--- config.mk ---
export PLATFORM = sky130hd
export DESIGN_NAME = uart_regif
export DESIGN_NICKNAME = d
export VERILOG_FILES = /design/src/rtl/uart_regif_pkg.sv /design/src/rtl/uart_regif_decode.sv /design/src/rtl/uart_irq_timer.sv /design/src/rtl/uart_regif.sv
export SDC_FILE = /design/constraint.sdc
export NUM_CORES = 1
export LEC_CHECK = 0
export CORE_ASPECT_RATIO = 0.7
export CORE_UTILIZATION = 50
export DETAILED_ROUTE_END_ITERATION = 16
export PLACE_DENSITY = 0.85
export SLEW_MARGIN = 20
export SYNTH_ARGS = -nofsm -noshare
export SYNTH_HDL_FRONTEND = slang
export SYNTH_SLANG_ARGS = --single-unit
--- constraint.sdc ---
create_clock -name clk -period 1.9 [get_ports clk]
set_clock_uncertainty 0.05 [all_clocks]
set_input_delay 0.38 -clock clk [delete_from_list [all_inputs] [get_ports clk]]
set_output_delay 0.38 -clock clk [all_outputs]
set_load 0.05 [all_outputs]
--- src/rtl/uart_regif_pkg.sv ---
package uart_regif_pkg;

  localparam int unsigned ADDR_W = 3;
  localparam int unsigned DATA_W = 8;

  typedef enum logic [ADDR_W-1:0] {
    OFF_DATA    = 3'd0,
    OFF_IEN     = 3'd1,
    OFF_ID      = 3'd2,
    OFF_LINE    = 3'd3,
    OFF_MODEM   = 3'd4,
    OFF_LSTAT   = 3'd5,
    OFF_MSTAT   = 3'd6,
    OFF_SCRATCH = 3'd7
  } reg_off_e;

  // enable bit positions double as timer channel indices
  localparam int unsigned IEN_RX_BIT    = 0;
  localparam int unsigned IEN_TX_BIT    = 1;
  localparam int unsigned NUM_CH        = 2;
  localparam int unsigned LINE_DLAB_BIT = 7;
  localparam int unsigned LS_DR_BIT     = 0;
  localparam int unsigned LS_THRE_BIT   = 5;
  localparam int unsigned LS_TEMT_BIT   = 6;
  localparam int unsigned MC_LOOP_BIT   = 4;

  localparam logic [DATA_W-1:0] MC_MAGIC_WR  = DATA_W'(1 << MC_LOOP_BIT) | 8'h0A;
  localparam logic [DATA_W-1:0] MC_MAGIC_VAL = 8'h9A;

  typedef struct packed {
    logic data_rd;
    logic data_wr;
    logic ien_wr;
    logic line_wr;
    logic modem_wr;
  } strobe_t;

endpackage

--- src/rtl/uart_regif_decode.sv ---
module uart_regif_decode
  import uart_regif_pkg::*;
(
  input  logic [ADDR_W-1:0] addr,
  input  logic              rd,
  input  logic              wr,
  input  logic              dlab,
  output strobe_t           stb
);

  always_comb begin
    stb = '0;
    case (reg_off_e'(addr))
      OFF_DATA: begin
        stb.data_rd = rd & ~dlab;
        stb.data_wr = wr & ~dlab;
      end
      OFF_IEN:   stb.ien_wr   = wr & ~dlab;
      OFF_LINE:  stb.line_wr  = wr;
      OFF_MODEM: stb.modem_wr = wr;
      default:   stb = '0;
    endcase
  end

endmodule

--- src/rtl/uart_irq_timer.sv ---
module uart_irq_timer #(
  parameter int unsigned DELAY = 16
) (
  input  logic clk,
  input  logic rst_n,
  input  logic start,
  input  logic cancel,
  output logic expire
);

  localparam int unsigned CW = (DELAY < 2) ? 1 : $clog2(DELAY);
  localparam logic [CW-1:0] LAST = CW'(DELAY - 1);

  logic          run_q;
  logic [CW-1:0] cnt_q;
  logic          at_end;

  assign at_end = run_q && (cnt_q == LAST);
  assign expire = at_end && !start && !cancel;

  always_ff @(posedge clk or negedge rst_n) begin
    if (!rst_n) begin
      run_q <= 1'b0;
      cnt_q <= '0;
    end else if (cancel) begin
      run_q <= 1'b0;
      cnt_q <= '0;
    end else if (start) begin
      run_q <= 1'b1;
      cnt_q <= '0;
    end else if (at_end) begin
      run_q <= 1'b0;
      cnt_q <= '0;
    end else if (run_q) begin
      cnt_q <= cnt_q + 1'b1;
    end
  end

endmodule

--- src/rtl/uart_regif.sv ---
module uart_regif
  import uart_regif_pkg::*;
#(
  parameter int unsigned IRQ_DELAY = 16
) (
  input  logic              clk,
  input  logic              rst_n,
  input  logic [ADDR_W-1:0] reg_addr,
  input  logic              reg_rd,
  input  logic              reg_wr,
  input  logic [DATA_W-1:0] reg_wdata,
  output logic [DATA_W-1:0] reg_rdata,
  input  logic              rx_valid,
  input  logic [DATA_W-1:0] rx_data,
  output logic              rx_ready,
  output logic              tx_valid,
  output logic [DATA_W-1:0] tx_data,
  output logic              irq
);

  logic [DATA_W-1:0] ier_q, lcr_q, mcr_q;
  logic              rx_pend_q, tx_pend_q;
  logic              rx_seen_q, pop_q;
  logic              dlab, rx_arrive;
  strobe_t           stb;
  logic [NUM_CH-1:0] t_start, t_cancel, t_expire;
  logic [DATA_W-1:0] rd_mux;

  assign dlab = lcr_q[LINE_DLAB_BIT];

  uart_regif_decode u_dec (
    .addr (reg_addr),
    .rd   (reg_rd),
    .wr   (reg_wr),
    .dlab (dlab),
    .stb  (stb)
  );

  // timer start/cancel per channel
  assign t_start[IEN_TX_BIT]  = (stb.ien_wr & reg_wdata[IEN_TX_BIT])
                              | (stb.data_wr & ier_q[IEN_TX_BIT]);
  assign t_cancel[IEN_TX_BIT] = stb.ien_wr & ~reg_wdata[IEN_TX_BIT];
  assign t_start[IEN_RX_BIT]  = stb.ien_wr ? (reg_wdata[IEN_RX_BIT] & rx_valid)
                                           : (pop_q & rx_valid & ier_q[IEN_RX_BIT]);
  assign t_cancel[IEN_RX_BIT] = stb.ien_wr & ~(reg_wdata[IEN_RX_BIT] & rx_valid);

  for (genvar ch = 0; ch < NUM_CH; ch++) begin : g_timer
    uart_irq_timer #(.DELAY(IRQ_DELAY)) u_tmr (
      .clk    (clk),
      .rst_n  (rst_n),
      .start  (t_start[ch]),
      .cancel (t_cancel[ch]),
      .expire (t_expire[ch])
    );
  end

  assign rx_arrive = rx_valid & ~rx_seen_q;

  always_ff @(posedge clk or negedge rst_n) begin
    if (!rst_n) begin
      ier_q     <= '0;
      lcr_q     <= '0;
      mcr_q     <= '0;
      rx_seen_q <= 1'b0;
      pop_q     <= 1'b0;
    end else begin
      rx_seen_q <= rx_valid;
      pop_q     <= stb.data_rd;
      if (stb.ien_wr)  ier_q <= reg_wdata;
      if (stb.line_wr) lcr_q <= reg_wdata;
      if (stb.modem_wr && (reg_wdata == MC_MAGIC_WR)) mcr_q <= MC_MAGIC_VAL;
    end
  end

  always_ff @(posedge clk or negedge rst_n) begin
    if (!rst_n) begin
      tx_pend_q <= 1'b0;
    end else if (t_cancel[IEN_TX_BIT] || stb.data_wr) begin
      tx_pend_q <= 1'b0;
    end else if (t_expire[IEN_TX_BIT] && ier_q[IEN_TX_BIT]) begin
      tx_pend_q <= 1'b1;
    end
  end

  always_ff @(posedge clk or negedge rst_n) begin
    if (!rst_n) begin
      rx_pend_q <= 1'b0;
    end else if (t_cancel[IEN_RX_BIT] || stb.data_rd) begin
      rx_pend_q <= 1'b0;
    end else if ((rx_arrive || t_expire[IEN_RX_BIT]) && ier_q[IEN_RX_BIT]) begin
      rx_pend_q <= 1'b1;
    end
  end

  assign irq = rx_pend_q | tx_pend_q;

  always_comb begin
    rd_mux = '0;
    case (reg_off_e'(reg_addr))
      OFF_DATA:  if (!dlab && rx_valid) rd_mux = rx_data;
      OFF_IEN:   if (!dlab) rd_mux = ier_q;
      OFF_ID:    rd_mux[0] = ~irq;
      OFF_LINE:  rd_mux = lcr_q;
      OFF_MODEM: rd_mux = mcr_q;
      OFF_LSTAT: begin
        rd_mux[LS_DR_BIT]   = rx_valid;
        rd_mux[LS_THRE_BIT] = 1'b1;
        rd_mux[LS_TEMT_BIT] = 1'b1;
      end
      default:   rd_mux = '0;
    endcase
  end

  assign reg_rdata = reg_rd ? rd_mux : '0;
  assign rx_ready  = stb.data_rd & rx_valid;
  assign tx_valid  = stb.data_wr;
  assign tx_data   = reg_wdata;

endmodule

==> impl_results.md <==
- Grt met3 use: under 10%
- DRC viols: 0
- Number of max-cap violations: 0
- WP data arrival: between 1.5 and 2 ns
- Synth top cells by count: dfrtp_1 (31), a21oi_1 (14)
- GR peak layer: met2
- Top Ports: 43
- Slew Limit Fails: 0
- Met2 Usage GRT: a little over half
- Die span in y: about 53 um
- Sw Share: around 37%
- RePlAce Congestion: between 0.9 and 1
- H-tree depth: 2
- Worst-path clk slew: 0.07 ns
- CTS tree: built
- CP Data Required Time: 1.47 ns
- Worst skew pair latency: a little under 0.3 ns
- Final Util: 85.75%
- Outcome: finished, violations left
- Largest net degree at the start of global routing: 32
- Final setup fails: 10
- Min-Delay Path Class: in -> async
- PortBufs: 42
- Initial antenna violation count: 0
- 1st-iter DRT viols: 157
- FMAX: 452.4 MHz
- Syn nets: slightly above 200
- Setup WS pre-CTS: -0.5923 ns
- PD cells: 898.4 mW/mm2
- Largest stage delay on the critical path: between 0.4 and 0.5 ns
- DR WL/cell: a little over 20 um
- Overflow after GRT: 0
- Maximum clock insertion buffer count: 2
- Slew @ Worst Pin: roughly 0.47 ns
- Cell internal pwr: between 1.5 and 2 mW
- CP Capture Type: output port
- Area growth from synthesis to layout: 55.12%
- Nets@finish: roughly 270
- M1 GR Usage: 44.15%
- Yosys warnings: 0
- CP Launch Type: flop
- Critical-path maximum fanout: 5
- Share of synthesized registers carrying an async set or reset: between 90% and 100%
- Most frequent cell after synthesis: dfrtp_1
- Sequential power share: ~43%
- Routed Wire Length: roughly 6000 um
- Unrepaired setup endpoints after global routing: true
- Slowest cell on crit path: dfrtp_2
- Gate power share: a little under two fifths
- Vias in the first global route: 1880
- Critical path class: reg -> out
- Largest cells by area after synthesis: dfrtp_1 (42%), mux2_2 (5.5%), mux2_4 (4.9%)
- Filler cells: roughly 170
- Pre-antenna DRT Iters: 5
- Share of Yosys cell area claimed by the top area cell type: 42.29%
- Tcrit/Tclk final: 116.3%
- Vias per cell: between 6 and 7
- Share of cells above drive strength 1: 40.25%
- Maximum vdd ir drop: slightly below 800 uV
- Post-route worst setup slack: -0.3105 ns
- Synth unique cells: 48
- Post-DP HPWL: between 3000 and 4000 um
- Yosys top cell by area: dfrtp_1
- Mapped Cells: 180
- Clock share of power: 20.3%
- Register area share after synthesis: a little over two fifths
- All-layer global routing usage: between 30% and 40%
- Total number of vias: between 1.5k and 2k
- Clk sinks: 31
- Hold Fails Final Rpt: 0
- CP Cell Sequence: nor4_4, buf_4, nand3_4, a311oi_4, buf_12
- Number of enable flip-flop cells after synthesis: 0
- Minimum clock period: around 2.2 ns
- Hold-fix buffers, CTS: 0
- Leak pwr: roughly 1.2 nW
- Die Area: roughly 0.004 mm2
- Failing checks: negative setup slack
- TritonCTS Buffers: 5
- Post-route ant nets: 0
- First-pass GRT wire length: between 9000 and 10000 um
- Ys flop type: dfrtp_1
- Row cnt: 17
- Slew HR: 68.46%
- Synthesized area per cell: around 10 um2
- ANT cells: 0
- CTS Root Buffer Type: clkbuf_8
- Placeable Area: ~0.0033 mm2
- Die Wd: 74.39 um
- Synthesized area: ~0.0018 mm2
- FF+latch count, synth: 31
- Starting Density: a little under three fifths
- Psw: roughly 960 uW
## per-stage QoR
| stage | hold WS (ns) | area (um2) | setup TNS (ns) | total power, mW | cells |
|---|---|---|---|---|---|
| 2_1_floorplan | 0.03441 | 1956 | -0.4703 | 1.617 | 180 |
| 3_3_place_gp | 0.4342 | 2611 | -13.52 | 1.879 | 274 |
| 3_5_place_dp | 0.4445 | 2611 | -16.28 | 1.957 | 274 |
| 4_1_cts | 0.4395 | 2808 | -1.761 | 2.512 | 288 |
| 5_1_grt | 0.4770 | 2845 | -2.563 | 2.695 | 288 |
| 6_report | 0.4316 | 2845 | -2.179 | 2.556 | 288 |
## layer usage
layer	vias up	wire (um)
met5	-	0
met4	0	181
met3	29	513
met2	120	2750
met1	919	2542
li1	785	-
## power groups by stage
stage / registers [mW] / clock network, mW / logic (mW)
4_1_cts: 1.06 / 0.524 / 0.923
6_report: 1.09 / 0.520 / 0.950
3_5_place_dp: 1.07 / 0 / 0.884
5_1_grt: 1.11 / 0.556 / 1.03
2_1_floorplan: 1.01 / 0 / 0.608
3_3_place_gp: 1.05 / 0 / 0.826
## flip-flops by register name, summed over array words and instances (netlist names)
| signal | cells |
|---|---|
| rx_seen_q | 1 |
| tx_pend_q | 1 |
| ier_q | 8 |
| rx_pend_q | 1 |
| mcr_q | 1 |
| g_timer.u_tmr.cnt_q | 8 |
| pop_q | 1 |
| lcr_q | 8 |
| g_timer.u_tmr.run_q | 2 |
## final timing paths
kind | startpoint | endpoint | slack (ns) | cells after the start
max | lcr_q[7] | reg_rdata[6] | -0.31 | 5
min | rst_n | g_timer[1].u_tmr.cnt_q[2] | 0.43 | 2
max reg2reg | lcr_q[7] | ier_q[3] | 0.03 | 4
min reg2reg | lcr_q[6] | lcr_q[6] | 0.47 | 1
max in group asynchronous | rst_n | lcr_q[7] | 1.05 | 2
min in group clk | lcr_q[6] | lcr_q[6] | 0.47 | 1
## timing repair
item,CTS,global route
pin swaps,7,3
gates resized for setup,29,8
setup buffers,6,0
setup endpoints to repair,37,16
## worst max-delay path: cells and delay by family, from the launching register on
kind / cells / cell delay (ns)
buffers and inverters: 2 / 0.38
DFF: 1 / 0.46
AOI/OAI and AO/OA: 1 / 0.36
and+or+nand+nor: 2 / 0.28
## cells in the final DEF (no fill, tap or decap), types with 6 or more instances in the layout
cell,n
a21oi_1,8
buf_12,15
buf_4,25
clkdlybuf4s50_1,19
dfrtp_1,30
mux2_2,9
mux2_4,6
nand2_1,9
nand3_1,6
o21ai_0,7
## cells by family (layout without fill, tap and decap cells)
group / count (synthesis) / count (layout) / share of synthesized area (%)
AO/OA/AOI/OAI: 44 / 44 / 15.55
XOR/XNOR: 2 / 2 / 0.9552
adder cells (fa/ha/maj): 2 / 2 / 1.364
buffers and inverters: 20 / 81 / 6.071
flip-flops: 31 / 31 / 42.29
multiplexers: 17 / 17 / 11.53
AND/OR/NAND/NOR: 64 / 64 / 22.24
## final cells by class
class / count / area (um2) / area share, %
Clock buffer: 6 / 72.57 / 2.551
Clock inverter: 2 / 12.51 / 0.4398
Inverter: 4 / 15.01 / 0.5277
Multi-Input combinational cell: 129 / 1130 / 39.71
Sequential cell: 31 / 777.0 / 27.31
Tap cell: 47 / 58.81 / 2.067
Timing Repair Buffer: 69 / 779.5 / 27.40
Note: power is estimated with default switching activity, not from simulation.
